### src/rtl/fcsr_pkg.sv
`timescale 1ns/1ps
package fcsr_pkg;
    localparam int CSR_W      = 32;
    localparam int EXC_W      = 5;
    localparam int CC_N       = 8;
    localparam int CC_IDX_W   = $clog2(CC_N);
    localparam int CREG_IDX_W = 5;
    localparam int RM_W       = 2;

    // field positions (the trap rule depends on EN/CAUSE spacing)
    localparam int RM_LSB     = 0;
    localparam int FLAG_LSB   = 2;
    localparam int EN_LSB     = FLAG_LSB + EXC_W;
    localparam int CAUSE_LSB  = EN_LSB + EXC_W;
    localparam int CAUSE_W    = EXC_W + 1;
    localparam int CC0_BIT    = 23;
    localparam int FLUSH_BIT  = 24;
    localparam int CCHI_LSB   = 25;

    localparam int CSR_SEL    = 31;
    localparam int REV_SEL    = 0;

    function automatic logic [CSR_W-1:0] sw_mask();
        logic [CSR_W-1:0] m;
        m = '0;
        for (int i = 0; i < RM_W; i++)  m[RM_LSB + i]   = 1'b1;
        for (int i = 0; i < EXC_W; i++) m[FLAG_LSB + i] = 1'b1;
        for (int i = 0; i < EXC_W; i++) m[EN_LSB + i]   = 1'b1;
        m[FLUSH_BIT] = 1'b1;
        return m;
    endfunction

    function automatic int cc_pos(input int k);
        return (k == 0) ? CC0_BIT : (CCHI_LSB + k - 1);
    endfunction
endpackage

### src/rtl/fcsr_wmerge.sv
`timescale 1ns/1ps
module fcsr_wmerge
    import fcsr_pkg::*;
(
    input  logic [CSR_W-1:0] cur_word,
    input  logic             wr_hit,
    input  logic [CSR_W-1:0] wr_data,
    output logic [CSR_W-1:0] merged
);
    localparam logic [CSR_W-1:0] MASK = sw_mask();

    always_comb begin
        if (wr_hit) merged = (cur_word & ~MASK) | (wr_data & MASK);
        else        merged = cur_word;
    end
endmodule

### src/rtl/fcsr_opupd.sv
`timescale 1ns/1ps
module fcsr_opupd
    import fcsr_pkg::*;
(
    input  logic [CSR_W-1:0]    base_word,
    input  logic                op_valid,
    input  logic [EXC_W-1:0]    op_exc,
    input  logic                op_cc_we,
    input  logic [CC_IDX_W-1:0] op_cc_idx,
    input  logic                op_cc_val,
    output logic [CSR_W-1:0]    next_word,
    output logic                wb_block
);
    logic [CSR_W-1:0] cc_sel;
    logic [EXC_W-1:0] en_f;

    // one-hot placement of the selected condition-code bit
    generate
        for (genvar k = 0; k < CC_N; k++) begin : g_ccdec
            assign cc_sel[cc_pos(k)] = (op_cc_idx == CC_IDX_W'(k));
        end
        for (genvar b = 0; b < CSR_W; b++) begin : g_ccfill
            if (!((b == CC0_BIT) || (b >= CCHI_LSB && b < CCHI_LSB + CC_N - 1))) begin : g_zero
                assign cc_sel[b] = 1'b0;
            end
        end
    endgenerate

    assign en_f     = base_word[EN_LSB +: EXC_W];
    assign wb_block = op_valid && ((op_exc & en_f) != '0);

    always_comb begin
        next_word = base_word;
        if (op_valid) begin
            next_word[CAUSE_LSB +: CAUSE_W] = {1'b0, op_exc};
            next_word[FLAG_LSB +: EXC_W]    = base_word[FLAG_LSB +: EXC_W] | op_exc;
            if (op_cc_we && !wb_block) begin
                if (op_cc_val) next_word = next_word | cc_sel;
                else           next_word = next_word & ~cc_sel;
            end
        end
    end
endmodule

### src/rtl/fcsr_rdmux.sv
`timescale 1ns/1ps
module fcsr_rdmux
    import fcsr_pkg::*;
#(
    parameter logic [CSR_W-1:0] REV_VAL = '0
) (
    input  logic [CREG_IDX_W-1:0] rd_idx,
    input  logic [CSR_W-1:0]      csr_word,
    output logic [CSR_W-1:0]      rd_data
);
    always_comb begin
        if (rd_idx == CREG_IDX_W'(CSR_SEL))      rd_data = csr_word;
        else if (rd_idx == CREG_IDX_W'(REV_SEL)) rd_data = REV_VAL;
        else                                     rd_data = '0;
    end
endmodule

### src/rtl/fcsr_unit.sv
`timescale 1ns/1ps
module fcsr_unit
    import fcsr_pkg::*;
(
    input  logic                  clk,
    input  logic                  rst_n,
    input  logic                  op_valid,
    input  logic [EXC_W-1:0]      op_exc,
    input  logic                  op_cc_we,
    input  logic [CC_IDX_W-1:0]   op_cc_idx,
    input  logic                  op_cc_val,
    input  logic                  ctl_wr_en,
    input  logic [CREG_IDX_W-1:0] ctl_wr_idx,
    input  logic [CSR_W-1:0]      ctl_wr_data,
    input  logic [CREG_IDX_W-1:0] ctl_rd_idx,
    output logic [CSR_W-1:0]      ctl_rd_data,
    output logic [RM_W-1:0]       rnd_mode,
    output logic                  flush_zero,
    output logic [CC_N-1:0]       cc_vec,
    output logic                  trap_req,
    output logic                  wb_block
);
    logic [CSR_W-1:0] csr_q;
    logic [CSR_W-1:0] after_wr;
    logic [CSR_W-1:0] csr_d;
    logic             wr_hit;

    assign wr_hit = ctl_wr_en && (ctl_wr_idx == CREG_IDX_W'(CSR_SEL));

    fcsr_wmerge u_wmerge (
        .cur_word (csr_q),
        .wr_hit   (wr_hit),
        .wr_data  (ctl_wr_data),
        .merged   (after_wr)
    );

    fcsr_opupd u_opupd (
        .base_word (after_wr),
        .op_valid  (op_valid),
        .op_exc    (op_exc),
        .op_cc_we  (op_cc_we),
        .op_cc_idx (op_cc_idx),
        .op_cc_val (op_cc_val),
        .next_word (csr_d),
        .wb_block  (wb_block)
    );

    fcsr_rdmux #(.REV_VAL('0)) u_rdmux (
        .rd_idx   (ctl_rd_idx),
        .csr_word (csr_q),
        .rd_data  (ctl_rd_data)
    );

    always_ff @(posedge clk or negedge rst_n) begin
        if (!rst_n) csr_q <= '0;
        else        csr_q <= csr_d;
    end

    assign rnd_mode   = csr_q[RM_LSB +: RM_W];
    assign flush_zero = csr_q[FLUSH_BIT];
    assign trap_req   = (csr_q[CAUSE_LSB +: EXC_W] & csr_q[EN_LSB +: EXC_W]) != '0;

    generate
        for (genvar k = 0; k < CC_N; k++) begin : g_ccout
            assign cc_vec[k] = csr_q[cc_pos(k)];
        end
    endgenerate

    // causes replaced by the operation's set
    p_cause_replace_r2: assert property (@(posedge clk) disable iff (!rst_n)
        op_valid |=> csr_q[CAUSE_LSB +: CAUSE_W] == {1'b0, $past(op_exc)});

    // flags only clear through a software write
    p_flag_sticky_r3: assert property (@(posedge clk) disable iff (!rst_n)
        !wr_hit |=> ($past(csr_q[FLAG_LSB +: EXC_W]) & ~csr_q[FLAG_LSB +: EXC_W]) == '0);

    // a trap always has a cause behind it
    p_trap_cause_r4: assert property (@(posedge clk) disable iff (!rst_n)
        trap_req |-> csr_q[CAUSE_LSB +: EXC_W] != '0);

    // blocked operation leaves condition codes alone
    p_cc_hold_r5: assert property (@(posedge clk) disable iff (!rst_n)
        wb_block |=> cc_vec == $past(cc_vec));

    // software write leaves causes and condition codes alone
    p_wr_mask_r6: assert property (@(posedge clk) disable iff (!rst_n)
        (wr_hit && !op_valid) |=> (csr_q[23:CAUSE_LSB] == $past(csr_q[23:CAUSE_LSB]))
                                  && (csr_q[CSR_W-1:CCHI_LSB] == $past(csr_q[CSR_W-1:CCHI_LSB])));

    // enabling a pending cause traps next cycle
    p_enable_trap_r7: assert property (@(posedge clk) disable iff (!rst_n)
        (wr_hit && !op_valid && ((ctl_wr_data[EN_LSB +: EXC_W] & csr_q[CAUSE_LSB +: EXC_W]) != '0))
        |=> trap_req);

    // other indices read zero
    p_rd_zero_r9: assert property (@(posedge clk) disable iff (!rst_n)
        (ctl_rd_idx != CREG_IDX_W'(CSR_SEL)) |-> ctl_rd_data == '0);
endmodule

### config.mk
export PLATFORM = sky130hd
export DESIGN_NAME = fcsr_unit
export DESIGN_NICKNAME = d
export VERILOG_FILES = /design/src/rtl/fcsr_pkg.sv /design/src/rtl/fcsr_wmerge.sv /design/src/rtl/fcsr_opupd.sv /design/src/rtl/fcsr_rdmux.sv /design/src/rtl/fcsr_unit.sv
export SDC_FILE = /design/constraint.sdc
export NUM_CORES = 1
export LEC_CHECK = 0
export BUFFER_PORTS_ARGS = -buffer_cell sky130_fd_sc_hd__buf_2
export CAP_MARGIN = 10
export CORE_ASPECT_RATIO = 0.5
export CORE_MARGIN = 2
export CORE_UTILIZATION = 41
export CTS_CLUSTER_DIAMETER = 100
export DETAILED_ROUTE_END_ITERATION = 7
export HOLD_SLACK_MARGIN = 0.08
export PLACE_DENSITY_LB_ADDON = 0.1
export SLEW_MARGIN = 0
export SYNTH_ARGS = -nofsm -noshare
export SYNTH_HDL_FRONTEND = slang
export SYNTH_SLANG_ARGS = --single-unit
### constraint.sdc
create_clock -name clk -period 2.2 [get_ports clk]
set_input_delay 0.11 -clock clk [delete_from_list [all_inputs] [get_ports clk]]
set_output_delay 0.11 -clock clk [all_outputs]
set_load 0.1 [all_outputs]
# Yosys cells after proc, flatten, opt, wreduce, memory -nomap -nowiden
# Index checks and enable logic that the tools add are counted.
[word_totals] input_bits=56 regBits=32 wordCells=31
[op_classes] bitwise=7 muxes=5 n_eq_ne=9 reduce_logical=8
[ops] operator="$mux W32" count=5
[ops] operator="$and A32 B32 Y32" count=1
[ops] operator="$not A32 Y32" count=1
[ops] operator="$or A32 B25 Y32" count=1
[ops] operator="$or A32 B32 Y32" count=1
[ops] operator="$eq A3 B3 Y1 const B" count=4
[ops] operator="$and A5 B5 Y5" count=2
[ops] operator="$eq A5 B5 Y1 const B" count=2
[ops] operator="$reduce_bool A5 Y1" count=2
[ops] operator="$eq A3 B2 Y1 const B" count=2
[ops] operator="$or A5 B5 Y5" count=1
[ops] operator="$eq A3 B1 Y1 const B" count=1
[ops] operator="$logic_and A1 B1 Y1" count=3
[ops] operator="$logic_not A3 Y1" count=1
[ops] operator="$reduce_bool A2 Y1" count=1
[ops] operator="$logic_not A1 Y1" count=1

# Logic depth before layout (Yosys ltp)
[logic_depth] ltp_word=10 depth_mapped=6

# Modules after synthesis
# A second synthesis with hierarchy kept.
[hier_totals] cells_unflattened=213 hier_area_um2=2218.4
[modules_own_cells] module="fcsr_unit" cells_per_inst=48 seq_area_each_um2=800.8 instances=1 area_each_um2=910.9
[modules_own_cells] module="fcsr_rdmux" cells_per_inst=75 seq_area_each_um2=0.0 instances=1 area_each_um2=535.5
[modules_own_cells] module="fcsr_opupd" cells_per_inst=57 seq_area_each_um2=0.0 instances=1 area_each_um2=434.2
[modules_own_cells] module="fcsr_wmerge" cells_per_inst=33 seq_area_each_um2=0.0 instances=1 area_each_um2=337.8

# Least setup slack after synthesis
# Ideal clock, no wire load.
[synth_timing] path_type="input to output" start="in ctl_wr_idx[3]" end="out wb_block" setup_slack_ns=-0.907 t_arrival_ns=2.997 path_stages=5 path_cell_list="nand4_2 > nor2_4 > mux2i_1 > a221oi_4 > a21boi_0"
[synth_between] elab_chain_len=6
[synth_lines] element="from (decl)" line="fcsr_unit.sv:13" source="input logic [CREG_IDX_W-1:0] ctl_wr_idx,"
[synth_lines] element="$eq A5 B5 Y1" line="fcsr_unit.sv:28" source="assign wr_hit = ctl_wr_en && (ctl_wr_idx == CREG_IDX_W'(CSR_SEL));"
[synth_lines] element="$logic_and A1 B1 Y1" line="fcsr_unit.sv:28"
[synth_lines] element="$mux W32" line="fcsr_wmerge.sv:13" source="if (wr_hit) merged = (cur_word & ~MASK) | (wr_data & MASK);"
[synth_lines] element="$and A5 B5 Y5" line="fcsr_opupd.sv:30" source="assign wb_block = op_valid && ((op_exc & en_f) != '0);"
[synth_lines] element="$reduce_bool A5 Y1" line="fcsr_opupd.sv:30"
[synth_lines] element="$logic_and A1 B1 Y1" line="fcsr_opupd.sv:30"
[synth_lines] element="to (decl)" line="fcsr_unit.sv:21" source="output logic wb_block"
# No other way between the ends. The select of a mux whose other input is x is not followed.

# Worst setup path after layout
[layout_timing] start="reg csr_q[7]" end="out wb_block"
[layout_between] elab_chain_len=4
[layout_lines] element="from (decl)" line="fcsr_unit.sv:23" source="logic [CSR_W-1:0] csr_q;"
[layout_lines] element="from (signal assigned)" line="fcsr_unit.sv:56" source="else csr_q <= csr_d;"
[layout_lines] element="$mux W32" line="fcsr_wmerge.sv:13"
[layout_lines] element="via after_wr[7]" line="fcsr_unit.sv:24" source="logic [CSR_W-1:0] after_wr;"
[layout_lines] element="$and A5 B5 Y5" line="fcsr_opupd.sv:30"
[layout_lines] element="$reduce_bool A5 Y1" line="fcsr_opupd.sv:30"
[layout_lines] element="$logic_and A1 B1 Y1" line="fcsr_opupd.sv:30"
# The timed path passes the listed nets, and every way through them passes these cells. The select of a mux whose other input is x is not followed.

==> flow_summary.toml <==
[run_status]
status = "completed"

[floorplanning]
die-area_um2 = 4190
io_pins = 101
core_area_um2 = 3470
start_util_pct = 43.3
fp-row-count = 15
die_y_um = 46.8
die_x_um = 89.6

[critical_path]
slowest_stage = "a221oi_4"
r2r-end = "csr_q[29]"
cp_cell_sequence = "mux2_4, a221oi_4, a21boi_1, buf_12"
arrival_ns = 1.86
rr_worst_depth = 4
rr_startpoint = "csr_q[7]"
cp-start-kind = "register"
cp_max_fo = 9
crit_required_ns = 2.09
end_kind = "output port"
critPathMaxStageDelay_ns = 0.48
critPathKind = "register to output port"
reg2reg_slack_ns = 0.40

[yosys]
yosysSeqAreaShare_pct = 43.3
avgSynthCellArea_um2 = 10.3
synth_warnings = 0
synth_top_area_share_pct = 43.3
synthTopCellsByArea = "dfrtp_1 43%, and2_1 8.7%, buf_4 8.0%, mux2_1 6.0%, nand2_1 4.5%"
ys_types = 27
syn_area_um2 = 1500
yosys.area.top_type = "dfrtp_1"
synth-seq-cells = 26
synthCells = 146

[min_path]
hold_start = "op_exc[1]"
hp-class = "input pin to register"
whs_endpoint = "csr_q[3]"
hold_depth = 3

[grt]
track_usage_pct = 17.5
grt_use_met1_pct = 22.2
top_usage_layer = "met2"
antenna_found_initial = 0
use_met2_pct = 31.0
grt_pass1_wl_um = 5330
grt_pass1_vias = 1145
grt_overflow = 0
use_met3_pct = 4.57
grt_max_degree = 27

[detailed_routing]
dr.pass1.iters = 4
via_per_inst = 4.67
wl_um = 3550
antenna_left = 0
drtIter0Drc = 42
wl_per_cell_um = 12.9
vias = 1285
drcViolationCount = 0

[sta]
worst_pin_slew_ns = 0.583
setup_viol = 0
maxSlewViolCount = 0
max_slew_margin_pct = 61.1
max_freq_mhz = 508
hold_viol = 0
skew_ns = 0.00904
rsz0062_at_grt = "no"
fin_crit_ns = 1.97
setup_slack_ns = 0.231
period_share_pct = 89.5

[layout]
drive_above_1_share_pct = 44.2
post-route-util_pct = 68.7
most-common-layout-cells = "53 x buf_2, 26 x dfrtp_1, 22 x buf_12"
syn2layout_area_growth_pct = 58.7
largest_reg_flops = 26
largest-register = "csr_q"
diodes = 0
stdcell_count = 275
nNetsFinal = 281
fillers = 263
final_common_cell = "buf_2"
reg.largest.list = "csr_q (26)"

[pwr]
p_seq_share_pct = 32.8
power_leakage_nw = 1.09
clock_power_share_pct = 21.8
p_total_w = 0.00183
pwr-share-comb_pct = 45.5
p_switching_w = 0.000852
p_int_w = 0.000980
max-vdd-ir-drop_mv = 0.573
power-per-cell-area_nw_per_um2 = 768
swShare_pct = 46.5

[clock_tree]
clkTransAtPathRegs_ns = 0.10
clk_latency_ns = 0.28
cts_inserted_buffers = 3
cts_tree = "built"
clockRootBuffer = "clkbuf_8"
clock_sinks = 26
htreeDepth = 1
clk_path_buf_depth = 2

[place]
hpwlAfterDp_um = 2720
routabilityCongestion = 0.742
io_buffers = 75
dp_slack_ns = 0.133
place_inst = 260

[run]
cap_violations = 0
-- how the worst max path moves through the flow --
stage                        from   endpoint  slack [ns]  cells past startpoint
floorplan           ctl_wr_idx[3]   wb_block       -0.17                      5
global placement    ctl_wr_idx[3]  csr_q[25]        0.14                      7
CTS                      csr_q[7]   wb_block        0.22                      4
finish                   csr_q[7]   wb_block        0.23                      4
global route             csr_q[7]   wb_block        0.13                      4
detailed placement  ctl_wr_idx[3]  csr_q[27]        0.13                      7
-- cell usage after synthesis --
master	number
a221oi_4	1
nand2_1	18
a21boi_0	1
and2_1	21
buf_1	1
nand3_1	1
clkbuf_1	3
a211oi_4	1
nor3_1	6
nor2_1	3
mux2i_1	6
o21ai_0	5
buf_4	16
inv_1	5
and3_1	1
dfrtp_1	26
nand4_2	1
nor2_4	1
mux2_1	8
a22oi_1	1
nand4b_1	4
mux2_4	2
nor3b_1	2
nand4_1	4
conb_1	1
mux2_2	6
a222oi_1	1
-- cells by family after synthesis --
group	after synthesis	synth area share (%)
AO/OA/AOI/OAI	10	6.41
other	1	0.250
flip-flops	26	43.3
AND/OR/NAND/NOR	62	23.3
buffers and inverters	25	10.2
multiplexers	22	16.5
-- routing by layer --
layer	routed length, µm	vias up
met1	1540	601
met2	1780	49
li1	-	635
met3	237	0
met4	0	0
met5	0	-
-- repair_timing --
action,CTS,global route
buffers inserted,0,0
hold endpoints to repair,35,1
hold buffers,10,1
gates resized for setup,0,0
-- power groups by stage --
stage	combinational, W	sequential [W]	clock [W]
after global placement	0.000813	0.000609	0
after CTS	0.000835	0.000602	0.000413
after floorplan	0.000699	0.000624	0
final	0.000833	0.000600	0.000399
after detailed placement	0.000820	0.000611	0
after global routing	0.000862	0.000614	0.000437
-- worst max-delay path: cells and delay by family (launching register included) --
kind | cells | cell delay (ns)
AOI/OAI and AO/OA | 2 | 0.67
muxes | 1 | 0.30
buffers and inverters | 1 | 0.21
DFF | 1 | 0.40
-- per-stage QoR --
stage | area (µm²) | TNS (ns) | hold slack [ns]
2_1_floorplan | 1550 | -0.166 | -0.186
3_3_place_gp | 2200 | 0 | 0.147
3_5_place_dp | 2200 | 0 | 0.147
4_1_cts | 2370 | 0 | 0.0811
5_1_grt | 2380 | 0 | 0.0874
6_report | 2380 | 0 | 0.0858
-- area by class of cell --
| type | instances | area [µm²] | area share, % |
|---|---|---|---|
| well taps | 51 | 63.8 | 2.68 |
| repair buffers | 89 | 838 | 35.2 |
| inverters | 5 | 18.8 | 0.787 |
| multi-input cells | 100 | 742 | 31.1 |
| clock buffers | 3 | 41.3 | 1.73 |
| clock inverters | 1 | 30.0 | 1.26 |
| flip-flops and latches | 26 | 651 | 27.3 |
Power figures use the tool's default switching activity.
